==> src/rtl/flock_pkg.sv <==
package flock_pkg;

  localparam int LOCK_W = 3;

  typedef enum logic [1:0] {
    ACC_READ  = 2'b00,
    ACC_PROG  = 2'b01,
    ACC_ERASE = 2'b10,
    ACC_RSVD  = 2'b11
  } acc_kind_e;

  // bit0 write lock, bit1 lock-down, bit2 read lock
  typedef struct packed {
    logic rlock;
    logic ldown;
    logic wlock;
  } lock_t;

  function automatic logic is_modify(acc_kind_e k);
    return (k == ACC_PROG) || (k == ACC_ERASE);
  endfunction

  // Which hardware pin applies depends only on whether the block is the top one
  function automatic logic pin_blocks(logic top, logic top_p, logic rest_p);
    return top ? top_p : rest_p;
  endfunction

  function automatic logic write_refused(lock_t lk, logic pin_hit);
    return lk.wlock | pin_hit;
  endfunction

endpackage

==> src/rtl/lock_bank.sv <==
module lock_bank
  import flock_pkg::*;
#(
  parameter int NUM_BLK = 8,
  localparam int IDX_W = $clog2(NUM_BLK)
) (
  input  logic                       clk,
  input  logic                       rst_n,
  input  logic                       wr_en,
  input  logic [IDX_W-1:0]           wr_idx,
  input  lock_t                      wr_data,
  input  logic [IDX_W-1:0]           rd_idx,
  output lock_t                      rd_data,
  input  logic [IDX_W-1:0]           acc_idx,
  output lock_t                      acc_lock,
  output logic [NUM_BLK*LOCK_W-1:0]  locks_flat,
  output logic                       wr_frozen
);

  lock_t regs [NUM_BLK];

  for (genvar g = 0; g < NUM_BLK; g++) begin : g_blk
    logic sel;
    assign sel = wr_en && (wr_idx == IDX_W'(g));

    always_ff @(posedge clk or negedge rst_n) begin
      if (!rst_n) begin
        regs[g] <= '0;
      end else if (sel && !regs[g].ldown) begin
        regs[g] <= wr_data;
      end
    end

    assign locks_flat[g*LOCK_W +: LOCK_W] = regs[g];
  end

  assign rd_data   = regs[rd_idx];
  assign acc_lock  = regs[acc_idx];
  assign wr_frozen = wr_en && regs[wr_idx].ldown;

endmodule

==> src/rtl/access_gate.sv <==
module access_gate
  import flock_pkg::*;
#(
  parameter int DATA_W = 8
) (
  input  logic              valid,
  input  acc_kind_e         kind,
  input  lock_t             lk,
  input  logic              is_top,
  input  logic              top_prot,
  input  logic              rest_prot,
  input  logic [DATA_W-1:0] arr_rdata,
  output logic              grant,
  output logic              deny,
  output logic [DATA_W-1:0] rd_data,
  output logic              rlock_hit,
  output logic              wlock_hit,
  output logic              pin_hit
);

  logic refused;

  assign pin_hit   = is_modify(kind) && pin_blocks(is_top, top_prot, rest_prot);
  assign wlock_hit = is_modify(kind) && lk.wlock;
  assign rlock_hit = (kind == ACC_READ) && lk.rlock;

  always_comb begin
    unique case (kind)
      ACC_READ:            refused = lk.rlock;
      ACC_PROG, ACC_ERASE: refused = write_refused(lk, pin_blocks(is_top, top_prot, rest_prot));
      default:             refused = 1'b1;
    endcase
  end

  assign grant   = valid && !refused;
  assign deny    = valid && refused;
  assign rd_data = rlock_hit ? {DATA_W{1'b1}} : arr_rdata;

endmodule

==> src/rtl/flash_lock_ctrl.sv <==
module flash_lock_ctrl
  import flock_pkg::*;
#(
  parameter int ADDR_W    = 19,
  parameter int BLK_SHIFT = 16,
  parameter int DATA_W    = 8,
  localparam int IDX_W    = ADDR_W - BLK_SHIFT,
  localparam int NUM_BLK  = 1 << IDX_W
) (
  input  logic              clk,
  input  logic              rst_n,
  input  logic              top_prot,
  input  logic              rest_prot,
  input  logic              reg_we,
  input  logic [IDX_W-1:0]  reg_idx,
  input  logic [2:0]        reg_wdata,
  output logic [2:0]        reg_rdata,
  input  logic              acc_valid,
  input  logic [1:0]        acc_kind,
  input  logic [ADDR_W-1:0] acc_addr,
  input  logic [DATA_W-1:0] arr_rdata,
  output logic              acc_grant,
  output logic              acc_deny,
  output logic [DATA_W-1:0] rd_data
);

  logic [IDX_W-1:0]          blk_idx;
  logic                      is_top;
  lock_t                     acc_lock;
  lock_t                     rb_lock;
  logic [NUM_BLK*LOCK_W-1:0] locks_flat;
  logic                      wr_frozen;
  logic                      rlock_hit;
  logic                      wlock_hit;
  logic                      pin_hit;

  assign blk_idx   = acc_addr[BLK_SHIFT +: IDX_W];
  assign is_top    = (blk_idx == IDX_W'(NUM_BLK - 1));
  assign reg_rdata = rb_lock;

  lock_bank #(.NUM_BLK(NUM_BLK)) u_bank (
    .clk        (clk),
    .rst_n      (rst_n),
    .wr_en      (reg_we),
    .wr_idx     (reg_idx),
    .wr_data    (lock_t'(reg_wdata)),
    .rd_idx     (reg_idx),
    .rd_data    (rb_lock),
    .acc_idx    (blk_idx),
    .acc_lock   (acc_lock),
    .locks_flat (locks_flat),
    .wr_frozen  (wr_frozen)
  );

  access_gate #(.DATA_W(DATA_W)) u_gate (
    .valid     (acc_valid),
    .kind      (acc_kind_e'(acc_kind)),
    .lk        (acc_lock),
    .is_top    (is_top),
    .top_prot  (top_prot),
    .rest_prot (rest_prot),
    .arr_rdata (arr_rdata),
    .grant     (acc_grant),
    .deny      (acc_deny),
    .rd_data   (rd_data),
    .rlock_hit (rlock_hit),
    .wlock_hit (wlock_hit),
    .pin_hit   (pin_hit)
  );

endmodule

==> config.mk <==
export PLATFORM = sky130hd
export DESIGN_NAME = flash_lock_ctrl
export DESIGN_NICKNAME = d
export VERILOG_FILES = /design/src/rtl/flock_pkg.sv /design/src/rtl/lock_bank.sv /design/src/rtl/access_gate.sv /design/src/rtl/flash_lock_ctrl.sv
export SDC_FILE = /design/constraint.sdc
export NUM_CORES = 1
export LEC_CHECK = 0
export BUFFER_PORTS_ARGS = -buffer_cell sky130_fd_sc_hd__buf_2
export CAP_MARGIN = 20
export CORE_MARGIN = 3
export CORE_UTILIZATION = 48
export CTS_CLUSTER_DIAMETER = 100
export DETAILED_ROUTE_END_ITERATION = 8
export GPL_ROUTABILITY_DRIVEN = 0
export GPL_TIMING_DRIVEN = 0
export PLACE_DENSITY = 0.9
export SLEW_MARGIN = 30
export SYNTH_ARGS = -nofsm -noshare
export SYNTH_HDL_FRONTEND = slang
export SYNTH_SLANG_ARGS = --single-unit
==> constraint.sdc <==
create_clock -name clk -period 1.6 [get_ports clk]
set_input_delay 0.08 -clock clk [delete_from_list [all_inputs] [get_ports clk]]
set_output_delay 0.08 -clock clk [all_outputs]
set_load 0.02 [all_outputs]
* Yosys cells after proc, flatten, opt, wreduce, memory -nomap -nowiden
Cells that the tools add are included.
Operators by class: add/sub/neg operators 0, $mul 0, divide/modulo/power cells 0, $lt $le $gt $ge 2, eq/ne operators 10, shift operators 0, mux-type cells 9, bitwise gates (word level) 3, reductions and logical operators 31
Operators by type and width (number):
- logical AND 1 bit | 19
- binary-select mux 3 bit (select 3 bit) | 2
- equality test 3 bit (second input constant) | 5
- 2-to-1 mux 3 bit | 4
- zero test 1 bit | 9
- >= comparator 4 bit (second input constant) | 2
- 2-to-1 mux 8 bit | 1
- inverter 3 -> 4 bit | 2
- equality test 3 x 2 -> 1 bit (second input constant) | 2
- equality test 3 x 1 -> 1 bit (second input constant) | 1
- zero test 3 bit | 1
- equality test 2 x 1 -> 1 bit (second input constant) | 1
- equality test 2 bit (second input constant) | 1
- zero test 2 bit | 1
- one-hot mux 1 bit (2 select lines) | 1
- OR reduction 2 bit | 1
- 2-to-1 mux 1 bit | 1
- bitwise OR 1 bit | 1
Word-level totals: register bits 24, bits in latches 0, memory bits (writable) 0, memory bits (read-only) 0, bits of input ports 41, output and inout bits 13, memories 0

* Longest topological paths before layout
Gate-level depths: netlist of run 1.
depth after elaboration 8, gate-level depth with buffers 5, mapped depth without buffers 5

* Hierarchy
A second synthesis of run 1 with hierarchy kept.
Unflattened totals: cell total of the unflattened synthesis 112, area total of the unflattened synthesis 1555.2 µm²
Modules (own cells, without submodules):
- lock_bank | instances 1, cells an instance 90, area each 1402.6 µm², sequential area each 600.6 µm²
- access_gate | instances 1, cells an instance 21, area each 146.4 µm², sequential area each 0.0 µm²
- flash_lock_ctrl | instances 1, cells an instance 1, area each 6.3 µm², sequential area each 0.0 µm²

* Least setup slack after synthesis of run 1
Ideal clock, no wire load.
path type register to output, start register u_bank.regs (netlist bit u_bank.locks_flat[20]), end output acc_grant, arrival time 1.345 ns, required time 1.520 ns, setup slack 0.175 ns, stages on the path, launching flop included 5, cells stage by stage dfrtp_1 > mux2i_1 > o32ai_1 > o21ai_1 > and4_1
On the way: word-level cells in the longest chain between the ends 6
Ends and longest elaborated chain:
- start: declaration | RTL line lock_bank.sv:20 | lock_t regs [NUM_BLK];
- start signal: indexed assignment | RTL line lock_bank.sv:30 | regs[g] <= wr_data;
- binary-select mux 3 bit (select 3 bit) | RTL line lock_bank.sv:38 | assign acc_lock = regs[acc_idx];
- 2-to-1 mux 3 bit (implied by the code) (2 in series) | RTL line lock_bank.sv:38
- one-hot mux 1 bit (2 select lines) | RTL line access_gate.sv:28 | unique case (kind)
- zero test 1 bit | RTL line access_gate.sv:35 | assign grant = valid && !refused;
- logical AND 1 bit | RTL line access_gate.sv:35
- end: declaration | RTL line flash_lock_ctrl.sv:22 | output logic acc_grant,
No other way between the ends. The select of a mux whose other input is x is not followed.

* Worst setup path after layout of run 1
start register u_bank.regs (netlist bit u_bank.locks_flat[8]), end output acc_deny
On the way: word-level cells in the longest chain between the ends 5
Ends and longest elaborated chain:
- binary-select mux 3 bit (select 3 bit) | RTL line lock_bank.sv:38
- 2-to-1 mux 3 bit (implied by the code) (2 in series) | RTL line lock_bank.sv:38
- one-hot mux 1 bit (2 select lines) | RTL line access_gate.sv:28
- logical AND 1 bit | RTL line access_gate.sv:36 | assign deny = valid && refused;
- end: declaration | RTL line flash_lock_ctrl.sv:23 | output logic acc_deny,
No other way between the ends. The select of a mux whose other input is x is not followed.

==> out/results.txt, run 1 <==
The worst setup path is of the register to primary output kind. The flow ran to the end, but the final reports show violations. The post-route fraction of the period consumed by the critical path is 1.14, and the required time at the worst-slack endpoint is 1.52 ns.

For the fraction of power consumed by the clock network, the log shows 0.119. The power share of the sequential group is 0.447. The slowest stage of the critical path is the sky130_fd_sc_hd__dfrtp_1 cell. The register bit count reported by yosys is 24. The final design utilization is 0.747. The post-synthesis sequential area ratio was 0.427; the logic depth of the worst register-to-register path was 3. The run gives 192 as the count of placed standard cells in the final layout, fillers left out. The total area inside the core boundary comes to 2640 um2. Sorting the synthesized cells by area gives the leading types as sky130_fd_sc_hd__dfrtp_1, sky130_fd_sc_hd__mux2_1, sky130_fd_sc_hd__mux4_2. The number of hold violations in the final report is 0, and the count of pins over their slew limit is 0. Setup repair after global routing could not meet its margin everywhere. The repair_antennas step left the layout with diodes totalling 0. The total routed wirelength was 3620 um. The total clock buffers created by CTS is 3, and the routed length per placed instance is 18.8 um. In this run the horizontal extent of the chip is 60.1 um. For this run, the top clock speed supported by timing is 0.549 GHz. Synthesis produced a netlist with a net count of 154. The number of flip-flops in the largest register was 24; the maximum number of pins on one net before global-route repair was 25.

The layout has 162 filler cells. Using the TritonRoute via totals, the vias-per-cell ratio works out to 5.89. Input and output buffers added on the ports amount to 34. TritonCTS built the clock tree.

The worst ir drop on vdd came out at 948 uV. The logs give 0.00143 W for the total internal power and 0 for the number of nets with antenna violations after detailed routing. Counting buffers and inverters, the worst setup path is 6 cells deep. For the global routing usage on met1, the log shows 0.243. Max-cap violations in this run came to 0. STA classifies the critical path endpoint as a primary output.

After the last flow step, the layout net total stands at 207. The final reports fail on setup timing. The cell depth of the worst hold path came out at 2. After clock tree synthesis, the clock-pin slew on the worst setup and hold paths is 0.12 ns. Number of global-route vias before repair: 1184.

For the worst-skew pair, the clock arrives at the later sink with an insertion delay of 0.30 ns. The combined area of the multi-input logic cells is 886 um2, and the switching part of the total power is 0.313. The die area is 3610 um2, and the maximum root-to-sink buffer count is 2. The initial core utilization came out at 0.533. The worst path needs 1.82 ns of the cycle, external delays included. The tools report the kind of start point of the critical path as a register. The most congested layer reported by global routing is met2. Across the whole layout, storage elements account for 601 um2. The slew at the pin closest to its max-slew limit is 0.524 ns.

Setup violations remaining at the end of the flow were counted as 13. The run gives 0.651 as the normalized max-slew margin. The finished cells cover 1970 um2. The maximum level of the CTS H-tree is 1, and the average size of a mapped cell is 12.7 um2.

The die is 60.1 um tall. Summed over all failing endpoints, the final setup total negative slack is -2.37 ns. Counting both buffers and inverters, the worst setup path holds a total of 2. Power spread over the standard cell area amounts to 1060 nW/um2. The path class of the tightest hold or removal check is input port to register. Before antenna repair, the detailed router went through 4 iterations. In this design, the largest share of critical-path delay is due to compound AO/OA/AOI/OAI gates.

Counting every sink on the clock net gives 24. The share of layout cells above drive strength 1 was 0.537. Post-synthesis cell type with the largest combined area: sky130_fd_sc_hd__dfrtp_1.

The worst hold slack is 0.0915 ns. The number of unique standard cell types used by synthesis is 26, and the area of the mapped netlist is 1410 um2. Row generation in the floorplan step produced 18 rows. The post-DP HPWL is 2370 um, and the global-route total usage across every layer is 0.215.

During synthesis, Yosys emitted a total of 0 warnings. In this run the worst path has a maximum fanout of 3. The met3 usage in global routing is 0.0151, and the first-pass GRT wire length is 5580 um. The worst setup margin is -0.220 ns. The proportion of power drawn by combinational gates was 0.435; the placed standard-cell area was 1610 um2.

The initial antenna violation count was 0. In this design, the stage delay of the slowest critical-path cell is 0.40 ns. STA puts the critical path data arrival time at 1.74 ns. The critical path goes through mux2i_2, o32ai_2, o21ai_2, buf_4, a31oi_4, buf_6.

Global routing finished with a remaining overflow of 0. Share of the synthesized area in the top cell type: 0.427. Clock tree synthesis selected as its root buffer the cell sky130_fd_sc_hd__clkbuf_4. In this run the power spent charging and discharging nets is 0.000650 W. In the routed design, unresolved DRC markers number 0. For this block, the initial DRC count from the detailed router was 44. Met2 usage: 0.410. Pin placement for this block handled 54 I/O pins. In this run the static leakage power is 0.901 nW. Gate count of the mapped netlist: 111. The area growth from synthesis to layout is 40.2%. The run gives 1130 as the total number of vias. Including well taps, the total number of placed cells is 175. Worst setup skew after layout: 0.00644 ns.
==> routing by layer <==
layer	vias up	share of wire
met1	549	0.38
met2	50	0.54
li1	521	-
met5	-	0
met4	0	0.030
met3	10	0.052
==> cells by family after synthesis <==
family | count (synthesis) | synth area share
compound gates | 16 | 0.0864
fa+ha+maj | 2 | 0.0178
buf+inv | 10 | 0.0338
flops | 24 | 0.427
mux | 32 | 0.306
simple gates | 27 | 0.128
==> power groups by stage <==
stage	clock network, W	logic (W)	registers [W]
CTS	0.000260	0.000795	0.000926
floorplan	0	0.000445	0.000882
finish	0.000246	0.000904	0.000928
global route	0.000291	0.000967	0.000950
detailed placement	0	0.000587	0.000940
global placement	0	0.000566	0.000926
==> metrics by stage <==
step | worst slack (ns) | power, W
4_1_cts | -0.178 | 0.00198
2_1_floorplan | 0.175 | 0.00133
3_5_place_dp | -0.0670 | 0.00153
6_report | -0.220 | 0.00208
3_3_place_gp | 0.0180 | 0.00149
5_1_grt | -0.265 | 0.00221
==> cell usage in the layout (no fill, tap or decap), types with 3 or more instances in the layout <==
cell type,netlist,layout
sky130_fd_sc_hd__nor3b_1,3,3
sky130_fd_sc_hd__mux2_1,13,11
sky130_fd_sc_hd__or3_1,4,4
sky130_fd_sc_hd__o21bai_1,8,8
sky130_fd_sc_hd__mux2i_1,4,3
sky130_fd_sc_hd__inv_1,6,6
sky130_fd_sc_hd__dfrtp_1,24,24
sky130_fd_sc_hd__clkbuf_4,0,3
sky130_fd_sc_hd__buf_2,2,23
sky130_fd_sc_hd__nand2b_4,0,8
sky130_fd_sc_hd__mux2_2,7,4
sky130_fd_sc_hd__mux4_2,6,6
sky130_fd_sc_hd__buf_6,1,15
sky130_fd_sc_hd__buf_4,0,11
sky130_fd_sc_hd__mux2_4,2,7
sky130_fd_sc_hd__nand2b_1,11,3
==> cell usage after synthesis <==
master / n
sky130_fd_sc_hd__a31oi_1: 2
sky130_fd_sc_hd__dfrtp_1: 24
sky130_fd_sc_hd__ha_1: 2
sky130_fd_sc_hd__buf_6: 1
sky130_fd_sc_hd__buf_2: 2
sky130_fd_sc_hd__o41ai_1: 1
sky130_fd_sc_hd__nand2b_1: 11
sky130_fd_sc_hd__nand2_1: 2
sky130_fd_sc_hd__o21ai_1: 1
sky130_fd_sc_hd__mux2_2: 7
sky130_fd_sc_hd__or3_1: 4
sky130_fd_sc_hd__mux4_2: 6
sky130_fd_sc_hd__nand3b_1: 2
sky130_fd_sc_hd__a31o_1: 1
sky130_fd_sc_hd__mux2_1: 13
sky130_fd_sc_hd__nor3b_1: 3
sky130_fd_sc_hd__mux2i_1: 4
sky130_fd_sc_hd__and4_1: 1
sky130_fd_sc_hd__nand3_1: 2
sky130_fd_sc_hd__o221ai_1: 1
sky130_fd_sc_hd__inv_1: 6
sky130_fd_sc_hd__o21bai_1: 8
sky130_fd_sc_hd__o32ai_1: 2
sky130_fd_sc_hd__or3b_4: 2
sky130_fd_sc_hd__mux2_4: 2
sky130_fd_sc_hd__clkbuf_1: 1
==> layout make-up <==
type                            instances  area share
Buffer                                  4      0.0127
Sequential cell                        24       0.305
Timing Repair Buffer                   48       0.191
Multi-Input combinational cell         77       0.450
Tap cell                               30      0.0191
Clock buffer                            3      0.0114
Inverter                                6      0.0114
==> path summary, 6_finish.rpt <==
kind | from | end | slack (ns)
min in group asynchronous | rst_n | u_bank.locks_flat[22] | 0.26
max reg2reg | u_bank.locks_flat[16] | u_bank.locks_flat[17] | 0.20
max in group asynchronous | rst_n | u_bank.locks_flat[10] | 0.98
min | reg_wdata[0] | u_bank.locks_flat[12] | 0.09
min reg2reg | u_bank.locks_flat[2] | u_bank.locks_flat[2] | 0.53
max | u_bank.locks_flat[8] | acc_deny | -0.22
==> what timing repair did <==
item / in CTS / in global routing
pin swaps: 6 / 5
hold endpoints to repair: 24 / 0
gates resized for setup: 42 / 6
setup buffers: 6 / 7
setup endpoints to repair: 13 / 13
hold buffers: 1 / 0
No activity file was read; power rests on OpenSTA's default activity.
==> inputs of run 2 (changes only) <==
--- a/config.mk
+++ b/config.mk
@@ -14,6 +14,7 @@
 export GPL_ROUTABILITY_DRIVEN = 0
 export GPL_TIMING_DRIVEN = 0
 export PLACE_DENSITY = 0.9
+export REMOVE_ABC_BUFFERS = 1
 export SLEW_MARGIN = 30
 export SYNTH_ARGS = -nofsm -noshare
 export SYNTH_HDL_FRONTEND = slang
==> constraint.sdc (replaced) <==
create_clock -name clk -period 1.6 [get_ports clk]
set_input_delay 0.08 -clock clk [delete_from_list [all_inputs] [get_ports clk]]
set_output_delay 0.08 -clock clk [all_outputs]
set_load 0.01 [all_outputs]
==> run 2 against run 1 <==
- core utilization shrank 5.7 points
- sequential power is 2% higher
- sequential share of layout area up 2.5 points
- global-route usage decreased by 0.074 points
- the run still ends with setup timing left
- fmax up 1.2%
- count of clock-buffer cells in the layout stayed put
==> out/results.txt, run 2 (synthesis results as in run 1) <==
The run finished, with violations left. The checks that failed: setup timing. In this run the clock root is driven by a sky130_fd_sc_hd__clkbuf_4. The tools report the I/O pin count as 54 (unchanged). Clock network latency to the later pin of the worst-skew pair: 0.33 ns (+0.03 ns). The leakage power came out at 0.816 nW (-9.5%). The areal power density over the cells is 1170 nW/um2 (+11%). For the number of clock sinks, the log shows 24 (unchanged).

The count of placed standard cells in the final layout, fillers left out was 189 (-1.6%); the maximum operating frequency was 0.556 GHz (+1.2%). The total clock buffers created by CTS came out at 3 (unchanged). The logs give 174 (-0.57%) for the number of cells after detailed placement and 2640 um2 (unchanged) for the core area. The logs give 0.000630 W (-3.2%) for the net switching component of the power and 0.00151 W (+5.5%) for the total internal power. In the layout the commonest cells are sky130_fd_sc_hd__buf_2, sky130_fd_sc_hd__dfrtp_1, sky130_fd_sc_hd__nand2b_1, sky130_fd_sc_hd__mux2_1, sky130_fd_sc_hd__buf_4. The number of vias per cell works out to 6.02 (+2.3%). The tools report the summed area of non-filler cells in the final layout as 1820 um2 (-7.7%). Final-stage net count: 203 (-1.9%). For the global-route total usage across every layer, the log shows 0.214 (-0.000742). For the required time at the worst-slack endpoint, the log shows 1.52 ns (about the same). The count of inserted antenna diode cells is 0 (unchanged).

The logs give 18 (unchanged) for the site row count and 0.0860 ns (-0.00551 ns) for the worst hold slack. The initial core utilization came out at 0.533 (unchanged). Class of the worst hold path: input port to register. For the initial antenna violation count, the log shows 0 (unchanged).

Maximum level of the CTS H-tree: 1 (unchanged). The post-route fraction of the period consumed by the critical path came out at 1.12 (-0.0137). TritonCTS built the clock tree. The worst setup path category is register to primary output.

The clock edge transition at the registers on the reported setup and hold paths works out to 0.14 ns (+0.02 ns). The post-DP HPWL is 2530 um (+7.1%), and the clock period minus final worst setup slack is 1.80 ns (-0.0219 ns). The count of port buffers added during placement was 37 (+8.8%).

The worst ir drop on vdd was 1410 uV (+49%). The slew at the pin closest to its max-slew limit works out to 0.552 ns (+0.0284 ns). From synthesis to final layout, the design area changed by 29.4%. The data arrival time at the worst-slack endpoint is 1.72 ns (-0.02 ns), and the die extent in y is 60.1 um (unchanged). The total routed wirelength was 3570 um (-1.3%); the switching part of the total power was 0.295 (-0.0181). STA classifies the critical path startpoint as a register. The count of pins over their slew limit came out at 0 (unchanged). The first-pass GRT wire length was 5690 um (+2.1%); the number of hold violations in the final report was 0 (unchanged).

The logs give 0.347 (-0.088) for the proportion of power drawn by combinational gates and 13 (unchanged) for the number of failing setup endpoints in the final timing report. The run gives 45 (+2.3%) as the first-iteration detailed-routing DRC count. The maximum number of pins on one net before global-route repair is 25 (unchanged), and the detailed-route DRC error count is 0 (unchanged). The number of global-route vias before repair is 1229 (+3.8%).

The iteration count of the initial detailed-routing pass was 4 (unchanged). Setup repair after global routing could not meet its margin everywhere. The largest fanout of any net on the critical path came out at 3 (unchanged).

Worst setup margin: -0.198 ns (+0.0219 ns). The run gives 0.632 (-0.0190) as the normalized max-slew margin. The sum of overflow across all layers after global routing came out at 0 (unchanged).

The number of maximum-capacitance constraint violations came out at 0 (unchanged). The power share of the sequential group came out at 0.443 (-0.004). Die width: 60.1 um (unchanged).

The worst setup path is captured at a primary output. The run gives 2 (unchanged) as the maximum root-to-sink buffer count. The total number of vias came out at 1138 (+0.71%). The library cell used most frequently in the layout, excluding fill and tap cells, is sky130_fd_sc_hd__buf_2. The die area is 3610 um2 (unchanged). The number of flip-flops in the largest register was 24 (unchanged); the routed length per placed instance was 18.9 um (+0.27%).

The run gives 1600 um2 (-0.62%) as the placed standard-cell area. The share of layout cells above drive strength 1 was 0.478 (-0.0590); the worst setup skew after layout was 0.00685 ns (+0.000409 ns). The fraction of power consumed by the clock network is 0.210 (+0.091). The run gives 0 (unchanged) as the number of nets with antenna violations after detailed routing.
==> run 2: repair_timing <==
action	in CTS	in global routing
buffers inserted	7	3
hold endpoints to repair	24	0
resized for setup	10	3
hold buffers	1	0
pin swaps	4	3
endpoints found under the setup margin	13	13
==> run 2: worst max-delay path, cell delays in order (launching register included) <==
cell                      delay (ns)
sky130_fd_sc_hd__dfrtp_1        0.45
sky130_fd_sc_hd__mux2_4         0.31
sky130_fd_sc_hd__a31oi_4        0.16
sky130_fd_sc_hd__a31o_1         0.18
sky130_fd_sc_hd__and4_1         0.17
sky130_fd_sc_hd__buf_2          0.13
==> run 2: area by class of cell <==
type | count | area [um2]
inverters | 6 | 22.5
clock inverters | 1 | 30.0
repair buffers | 48 | 289
well taps | 30 | 37.5
clock buffers | 3 | 22.5
fillers | 176 | 817
multi-input cells | 77 | 816
flip-flops and latches | 24 | 601
==> run 2: per-layer routing <==
metal / part of all wire / global-route usage / wire length (um)
met5: 0 / 0 / 0
met3: 0.070 / 0.0540 / 250
met2: 0.51 / 0.361 / 1820
met4: 0.013 / 0.0538 / 45
met1: 0.41 / 0.273 / 1460
==> run 2: path summary, 6_finish.rpt <==
path / slack, ns / from / end / depth (start not counted)
min: 0.09 / reg_wdata[0] / u_bank.locks_flat[18] / 2
max in group asynchronous: 0.98 / rst_n / u_bank.locks_flat[21] / 2
max: -0.20 / u_bank.locks_flat[6] / acc_grant / 5
min reg2reg: 0.51 / u_bank.locks_flat[7] / u_bank.locks_flat[7] / 1
min in group asynchronous: 0.25 / rst_n / u_bank.locks_flat[7] / 2
max reg2reg: 0.21 / u_bank.locks_flat[22] / u_bank.locks_flat[23] / 3
==> run 2: stage by stage <==
step / setup TNS, ns / utilization / setup slack (ns) / total power [W]
CTS: -1.54 / 0.671 / -0.172 / 0.00209
global placement: 0 / 0.608 / 0.0505 / 0.00146
detailed placement: -0.0491 / 0.608 / -0.0491 / 0.00150
finish: -1.70 / 0.690 / -0.198 / 0.00214
floorplan: 0 / - / 0.245 / 0.00127
global route: -2.85 / 0.690 / -0.275 / 0.00226
==> run 2: power by group through the flow <==
stage          Clock [W]  Sequential [W]  Combinational, W
2_1_floorplan          0        0.000882          0.000389
3_3_place_gp           0        0.000937          0.000519
3_5_place_dp           0        0.000952          0.000549
4_1_cts         0.000455        0.000934          0.000696
5_1_grt         0.000486        0.000973          0.000800
6_report        0.000449        0.000946          0.000740
